`src/rtl/clkdiv_pkg.sv`:
```
`timescale 1ns/1ps
package clkdiv_pkg;
  localparam int unsigned CNT_W = 4;
  localparam int unsigned SEL_W = $clog2(CNT_W);
  typedef logic [SEL_W-1:0] ratio_code_t;
endpackage

```
`src/rtl/clkdiv_rst_sync.sv`:
```
`timescale 1ns/1ps
module clkdiv_rst_sync #(
  parameter int unsigned STAGES = 2
) (
  input  logic clk,
  input  logic arst_n,
  output logic rst_ok
);
  logic [STAGES-1:0] stage_q;
  logic [STAGES-1:0] stage_d;

  always_comb begin
    stage_d = {stage_q[STAGES-2:0], 1'b1};
  end

  always_ff @(posedge clk or negedge arst_n) begin
    if (!arst_n) stage_q <= '0;
    else         stage_q <= stage_d;
  end

  assign rst_ok = stage_q[STAGES-1];
endmodule

```
`src/rtl/clkdiv_run_cap.sv`:
```
`timescale 1ns/1ps
module clkdiv_run_cap (
  input  logic clk,
  input  logic arst_n,
  input  logic rst_ok,
  input  logic run_en,
  output logic run_q
);
  logic run_d;

  always_comb begin
    run_d = run_en & rst_ok;
  end

  // captured on the falling edge so the rising edge sees a settled value
  always_ff @(negedge clk or negedge arst_n) begin
    if (!arst_n) run_q <= 1'b0;
    else         run_q <= run_d;
  end
endmodule

```
`src/rtl/clkdiv_counter.sv`:
```
`timescale 1ns/1ps
module clkdiv_counter #(
  parameter int unsigned W = 4
) (
  input  logic         clk,
  input  logic         arst_n,
  input  logic         run,
  output logic [W-1:0] cnt,
  output logic         wrap
);
  logic [W-1:0] cnt_q;
  logic [W-1:0] cnt_d;

  // down-count: every bit rises on the edge where all lower bits leave zero
  always_comb begin
    cnt_d = cnt_q;
    if (run) cnt_d = cnt_q - {{(W-1){1'b0}}, 1'b1};
  end

  always_ff @(posedge clk or negedge arst_n) begin
    if (!arst_n) cnt_q <= '0;
    else         cnt_q <= cnt_d;
  end

  assign cnt  = cnt_q;
  assign wrap = run & (cnt_q == '0);
endmodule

```
`src/rtl/clkdiv_tap_sel.sv`:
```
`timescale 1ns/1ps
module clkdiv_tap_sel #(
  parameter int unsigned W       = 4,
  parameter int unsigned SEL_W   = 2,
  parameter int unsigned LOW_LOG = 0
) (
  input  logic             clk,
  input  logic             arst_n,
  input  logic             wrap,
  input  logic [SEL_W-1:0] sel,
  input  logic [W:0]       taps,
  output logic [SEL_W-1:0] sel_act,
  output logic             clk_out
);
  localparam int unsigned IW = $clog2(W + 1);

  logic [SEL_W-1:0] sel_q;
  logic [SEL_W-1:0] sel_d;
  logic [IW-1:0]    tap_idx;

  always_comb begin
    sel_d = sel_q;
    if (wrap) sel_d = sel;
  end

  always_ff @(posedge clk or negedge arst_n) begin
    if (!arst_n) sel_q <= '0;
    else         sel_q <= sel_d;
  end

  always_comb begin
    tap_idx = IW'(sel_q) + IW'(LOW_LOG);
    clk_out = taps[tap_idx];
  end

  assign sel_act = sel_q;
endmodule

```
`src/rtl/dual_clkdiv.sv`:
```
`timescale 1ns/1ps
module dual_clkdiv
  import clkdiv_pkg::*;
(
  input  logic       clk_in,
  input  logic       rst_n,
  input  logic       run_en,
  input  logic [1:0] sel_a,
  input  logic [1:0] sel_b,
  output logic       div_a,
  output logic       div_b
);
  logic             rst_ok;
  logic             run_q;
  logic             wrap;
  logic [CNT_W-1:0] cnt;
  logic [CNT_W:0]   taps;
  ratio_code_t      sel_a_act;
  ratio_code_t      sel_b_act;
  logic [1:0]       div_vec;

  clkdiv_rst_sync #(.STAGES(2)) u_rsync (
    .clk(clk_in), .arst_n(rst_n), .rst_ok(rst_ok)
  );

  clkdiv_run_cap u_run (
    .clk(clk_in), .arst_n(rst_n), .rst_ok(rst_ok), .run_en(run_en), .run_q(run_q)
  );

  clkdiv_counter #(.W(CNT_W)) u_cnt (
    .clk(clk_in), .arst_n(rst_n), .run(run_q), .cnt(cnt), .wrap(wrap)
  );

  // tap 0 is the gated input clock, tap k is a divide by 2^k
  assign taps = {cnt, clk_in & run_q};

  localparam int unsigned NOUT = 2;
  localparam int unsigned LOW_LOG_A = 0;
  localparam int unsigned LOW_LOG_B = 1;

  ratio_code_t sel_in  [NOUT];
  ratio_code_t sel_out [NOUT];
  assign sel_in[0] = sel_a;
  assign sel_in[1] = sel_b;

  for (genvar g = 0; g < NOUT; g++) begin : g_out
    clkdiv_tap_sel #(
      .W(CNT_W), .SEL_W(SEL_W), .LOW_LOG(g == 0 ? LOW_LOG_A : LOW_LOG_B)
    ) u_tap (
      .clk(clk_in), .arst_n(rst_n), .wrap(wrap), .sel(sel_in[g]),
      .taps(taps), .sel_act(sel_out[g]), .clk_out(div_vec[g])
    );
  end

  assign sel_a_act = sel_out[0];
  assign sel_b_act = sel_out[1];
  assign div_a     = div_vec[0];
  assign div_b     = div_vec[1];
endmodule

```
`config.mk`:
```
export PLATFORM = sky130hd
export DESIGN_NAME = dual_clkdiv
export DESIGN_NICKNAME = d
export VERILOG_FILES = /design/src/rtl/clkdiv_pkg.sv /design/src/rtl/clkdiv_rst_sync.sv /design/src/rtl/clkdiv_run_cap.sv /design/src/rtl/clkdiv_counter.sv /design/src/rtl/clkdiv_tap_sel.sv /design/src/rtl/dual_clkdiv.sv
export SDC_FILE = /design/constraint.sdc
export NUM_CORES = 1
export LEC_CHECK = 0
export ABC_CLOCK_PERIOD_IN_PS = 1750
export CAP_MARGIN = 20
export CORE_AREA = 2 2 39 41
export DETAILED_ROUTE_END_ITERATION = 12
export DIE_AREA = 0 0 41 43
export GPL_TIMING_DRIVEN = 0
export SLEW_MARGIN = 20
export SYNTH_ARGS = -nofsm -noshare
export SYNTH_HDL_FRONTEND = slang
export SYNTH_SLANG_ARGS = --single-unit
```
`constraint.sdc`:
```
create_clock -name clk_in -period 1.75 [get_ports clk_in]
set_input_delay 0.2625 -clock clk_in [delete_from_list [all_inputs] [get_ports clk_in]]
set_output_delay 0.2625 -clock clk_in [all_outputs]
set_load 0.05 [all_outputs]
```
==> flow_summary.yaml, run 1 <==
status:
  status: "finished, violations left"
  violations: "negative setup slack"
floorplanning:
  fp.dieArea_um2: 1760
  row_count: 14
  design.portCount: 9
  die_width_um: 41
  fp.coreArea_um2: 1380
  dieHeight_um: 43
  start_util_pct: 38.7
setup_path:
  worst-path-max-fanout: 4
  path_class: "flop to output pin"
  cp.arrival_ps: 2420
  worstPathRequired_ps: 1490
  crit_path_start_kind: "flop"
  endpoint_kind: "output pin"
drt:
  ant_nets: 0
  dr.pass1.iters: 3
  vias_per_cell: 4.76
  drcViolationCount: 0
  drtIter0Drc: 10
  wire_per_inst_um: 11.6
  dr_total_vias: 400
  totalWireLength_um: 977
global_route:
  grt_start_max_net_pins: 12
  grt_pass1_wl_um: 1840
  antenna_found_initial: 0
  grt_usage_pct: 18.0
  grt_pass1_vias: 433
  overflow: 0
cells_and_area:
  post-route-util_pct: 58.1
  area_growth_pct: 50.2
  drive_above_1_share_pct: 38.2
  most-common-layout-cells: "dfrtp_1, buf_6, clkbuf_4, clkdlybuf4s50_1, a21oi_1"
  final_cell_area_um2: 805
  antennaDiodeCount: 0
  fin_nets: 78
  final_common_cell: "dfrtp_1"
  nFillCells: 120
placement:
  hpwlAfterDp_um: 590
  io_buffers: 8
  place_congestion: 0.709
  dpl-instance-area_um2: 654
synth:
  synthCells: 43
  synthTopCellsByArea: "dfrtp_1, mux2_4, ha_1"
  ys_seq_area_share_pct: 51.4
  syn_nets: 53
  yosysTopAreaCell: "dfrtp_1"
  synth.avg_cell_area_um2: 12.5
  syn_area_um2: 536
  ys_types: 20
  ys_ff_latch: 11
  ys_warn_count: 0
  synth_top_area_share_pct: 46.7
power:
  p_seq_share_pct: 29.1
  leakage_nw: 0.383
  internal_power_mw: 0.932
  power_frac_clock_pct: 50.8
  fin_total_pwr_mw: 1.55
  p_per_area_nw_per_um2: 1920
  comb_power_share_pct: 20.0
  ir_worst_vdd_v: 0.000999
  switching_share_pct: 39.7
  power.switching_mw: 0.615
timing:
  final.setup.worst_slack_ps: -936
  finClkSkew_ps: 16.1
  finalHoldWorstSlack_ps: 217
  tns_ps: -6770
  relSlewSlack_pct: 66.6
  finalHoldViolations: 0
  drv_slew: 0
  rsz0062_at_grt: "yes"
  setup_viol: 10
  tightest_slew_ps: 499
clock_tree:
  clk-insertion-delay-late_ps: 390
  clkTransAtPathRegs_ps: 70
  cts_tree: "built"
  cts_hold_buf: 0
hold_path:
  min_path_type: "input port to asynchronous set/reset pin"
job:
  cap_violations: 0
-- cell usage after synthesis --
cell type  instances
nand2b_1           1
nor2_1             2
inv_1              3
xnor2_1            1
ha_1               3
and2_0             1
and4bb_4           1
nand2_1            3
o21ai_0            1
nor4b_1            1
xor2_1             2
dfrtn_1            1
mux4_2             1
buf_6              1
conb_1             1
and2_1             1
o32a_1             1
dfrtp_1           10
mux2_4             3
a21oi_1            5
-- power groups by stage --
stage | logic (mW) | registers, mW | clock network [mW]
2_1_floorplan | 0.233 | 0.426 | 0.333
3_3_place_gp | 0.279 | 0.455 | 0.416
3_5_place_dp | 0.284 | 0.453 | 0.415
4_1_cts | 0.316 | 0.450 | 0.805
5_1_grt | 0.359 | 0.465 | 0.847
6_report | 0.310 | 0.451 | 0.786
-- through the flow --
step | worst slack (ps) | instances
finish | -936 | 84
global route | -1030 | 84
CTS | -1000 | 86
detailed placement | -1090 | 67
global placement | -1090 | 67
floorplan | -555 | 43
-- area by class of cell --
| type | count | area, µm² | area share, % |
|---|---|---|---|
| flip-flops and latches | 11 | 275 | 34.2 |
| multi-input cells | 28 | 256 | 31.9 |
| repair buffers | 15 | 154 | 19.1 |
| clock buffers | 10 | 82.6 | 10.3 |
| well taps | 16 | 20.0 | 2.49 |
| inverters | 3 | 11.3 | 1.40 |
| clock inverters | 1 | 5.00 | 0.622 |
-- timing repair --
item	CTS	global route
setup buffers	10	1
setup endpoints to repair	8	11
pin swaps	2	0
gates resized for setup	23	1
-- kinds of logic (layout without fill, tap and decap cells) --
logic type               after synthesis  count (layout)  share of synthesized area, %
AO/OA/AOI/OAI                          7               7                          7.48
XOR/XNOR                               3               3                          4.91
adder cells (fa/ha/maj)                3               3                          7.01
buffers and inverters                  4              29                          4.21
flip-flops                            11              11                          51.4
multiplexers                           4               4                          12.6
other                                  1               1                         0.700
AND/OR/NAND/NOR                       10              10                          11.7
-- routing by layer --
layer | share of wire [%] | wire length, µm | track usage (%) | vias to the layer above
li1 | - | - | - | 194
met5 | 0 | 0 | 0 | -
met4 | 1.2 | 12 | 17.3 | 0
met3 | 5.4 | 53 | 13.1 | 2
met2 | 49 | 475 | 19.7 | 11
met1 | 45 | 436 | 21.0 | 193
-- final timing paths --
check	start	to	slack, ps	depth (start not counted)
worst max-delay path	u_run.run_q	div_a	-940	3
worst min-delay path	rst_n	u_rsync.stage_q[1]	220	1
worst max register to register	u_run.run_q	g_out[0].u_tap.sel_act[0]	-830	8
worst min register to register	u_rsync.stage_q[0]	u_rsync.stage_q[1]	360	0
max in group asynchronous	rst_n	u_run.run_q	420	1
min in group clk_in	u_rsync.stage_q[0]	u_rsync.stage_q[1]	360	0
-- state kept, by name, summed over array words and instances, names as in the netlist --
signal               flops
u_rsync.stage_q          2
u_cnt.cnt                4
g_out.u_tap.sel_act      4
u_run.run_q              1
-- critical path, cell delays in order, from the launching register on --
cell and delay [ps]:
dfrtn_1 380, and2_0 140, mux4_2 470, buf_8 170
No activity file was read; power rests on OpenSTA's default activity.
==> run 2: changes to the inputs <==
CORE_AREA = unset   (was 2 2 39 41)
CORE_MARGIN = 2   (was unset)
CORE_UTILIZATION = 30   (was unset)
DIE_AREA = unset   (was 0 0 41 43)
MAX_ROUTING_LAYER = met4   (was unset)
==> flow_summary.yaml, run 2 (synthesized netlist as in run 1, its figures left out) <==
setup_path:
  worst-path-max-fanout: 5
  cp.arrival_ps: 2440
  worstPathRequired_ps: 1490
  crit_path_start_kind: "flop"
  path_class: "flop to output pin"
  r2r_slack_ps: -490
  crit_start: "u_run.run_q"
  r2r-start: "u_run.run_q"
  endpoint_kind: "output pin"
  crit_end: "div_a"
  r2r_end: "g_out[0].u_tap.sel_act[0]"
  r2r_cells: 3
hold_path:
  min_path_type: "input port to asynchronous set/reset pin"
clock_tree:
  cts_hold_buf: 0
  clk-insertion-delay-late_ps: 390
  clkTransAtPathRegs_ps: 80
  cts_tree: "built"
power:
  p_seq_share_pct: 30.0
  power_frac_clock_pct: 50.6
  leakage_nw: 0.356
  comb_power_share_pct: 19.4
  internal_power_mw: 0.907
  power.switching_mw: 0.624
  ir_worst_vdd_v: 0.000872
  p_per_area_nw_per_um2: 2000
  switching_share_pct: 40.8
timing:
  finalHoldWorstSlack_ps: 214
  drv_slew: 0
  finClkSkew_ps: 22.0
  setup_viol: 10
  rsz0062_at_grt: "yes"
  finalHoldViolations: 0
  relSlewSlack_pct: 66.2
  final.setup.worst_slack_ps: -953
  tightest_slew_ps: 505
global_route:
  grt_pass1_wl_um: 1670
  grt_start_max_net_pins: 12
  overflow: 0
  antenna_found_initial: 0
  grt_usage_pct: 12.8
  grt_pass1_vias: 440
cells_and_area:
  area_growth_pct: 42.8
  nFillCells: 164
  most-common-layout-cells: "dfrtp_1, clkbuf_4, clkdlybuf4s50_1, a21oi_1, buf_6"
  antennaDiodeCount: 0
  drive_above_1_share_pct: 33.3
  final_common_cell: "dfrtp_1"
  final_cell_area_um2: 764
  fin_nets: 73
floorplanning:
  fp.coreArea_um2: 1710
  design.portCount: 9
  fp.dieArea_um2: 2140
  dieHeight_um: 46.3
  row_count: 15
  start_util_pct: 31.4
  die_width_um: 46.3
drt:
  dr.pass1.iters: 4
  totalWireLength_um: 1010
  vias_per_cell: 4.23
  drtIter0Drc: 6
  ant_nets: 0
  dr_total_vias: 372
  drcViolationCount: 0
  wire_per_inst_um: 11.5
placement:
  io_buffers: 8
  dpl-instance-area_um2: 666
  hpwlAfterDp_um: 647
  place_congestion: 0.772
status:
  violations: "negative setup slack"
  status: "finished, violations left"
job:
  cap_violations: 0
[run 2: cell count changes in the layout (fill, tap and decap cells not counted), sizes merged]
cell  change
buf       -5
[run 2: repair_timing]
| action | CTS | global route |
|---|---|---|
| endpoints found under the setup margin | 8 | 10 |
| resized for setup | 16 | 1 |
| setup buffers | 3 | 1 |
| pin swaps | 1 | 1 |
| gates cloned | 0 | 0 |
[run 2: worst min-delay path by stage]
stage | from | to | slack (ps) | cells past startpoint
finish | rst_n | u_cnt.cnt[0] | 210 | 1
global route | rst_n | u_cnt.cnt[3] | 260 | 1
CTS | rst_n | u_cnt.cnt[3] | 230 | 1
detailed placement | u_rsync.stage_q[0] | u_rsync.stage_q[1] | 340 | 0
global placement | u_rsync.stage_q[0] | u_rsync.stage_q[1] | 330 | 0
floorplan | rst_n | g_out[0].u_tap.sel_act[0] | -30 | 0
[run 2: area by class of cell]
cell class / count / area, µm² / share of cell area, %
flip-flops and latches: 11 / 275 / 36.0
multi-input cells: 28 / 265 / 34.7
repair buffers: 10 / 97.6 / 12.8
well taps: 25 / 31.3 / 4.09
inverters: 3 / 11.3 / 1.47
clock inverters: 1 / 5.00 / 0.655
clock buffers: 10 / 78.8 / 10.3
[run 2: worst max-delay path: stages (launching register included)]
cell and delay, ps:
dfrtn_1 390, and2_0 150, mux4_2 460, buf_6 170
[run 2: layer usage]
metal  up-vias  wire length, µm  global-route usage (%)
li1        184                -                       -
met1       181              459                    11.7
met2         7              510                    18.1
met3         0               41                    8.24
met4         0                0                    11.4
met5         -                0                       -
[run 2: stage by stage]
stage	utilization (%)	instances	total power, mW	setup slack, ps	setup TNS, ps
final	44.8	88	1.53	-953	-3920
after global routing	44.8	88	1.63	-1020	-4270
after global placement	39.0	76	1.15	-1090	-3520
after detailed placement	39.0	76	1.15	-1090	-3600
after floorplan	-	43	0.992	-555	-2010
after CTS	44.8	88	1.55	-1010	-3850
[run 2: power by group through the flow]
stage,registers [mW],logic [mW],clock network (mW)
detailed placement,0.455,0.283,0.416
CTS,0.463,0.299,0.793
global route,0.474,0.335,0.821
finish,0.460,0.297,0.774
floorplan,0.426,0.233,0.333
global placement,0.453,0.276,0.416
==> run 3: changes to the inputs <==
SLEW_MARGIN = unset   (was 20)
==> results of run 3 <==
Same layout as run 2: the final DEF is identical, and so are final timing and power.
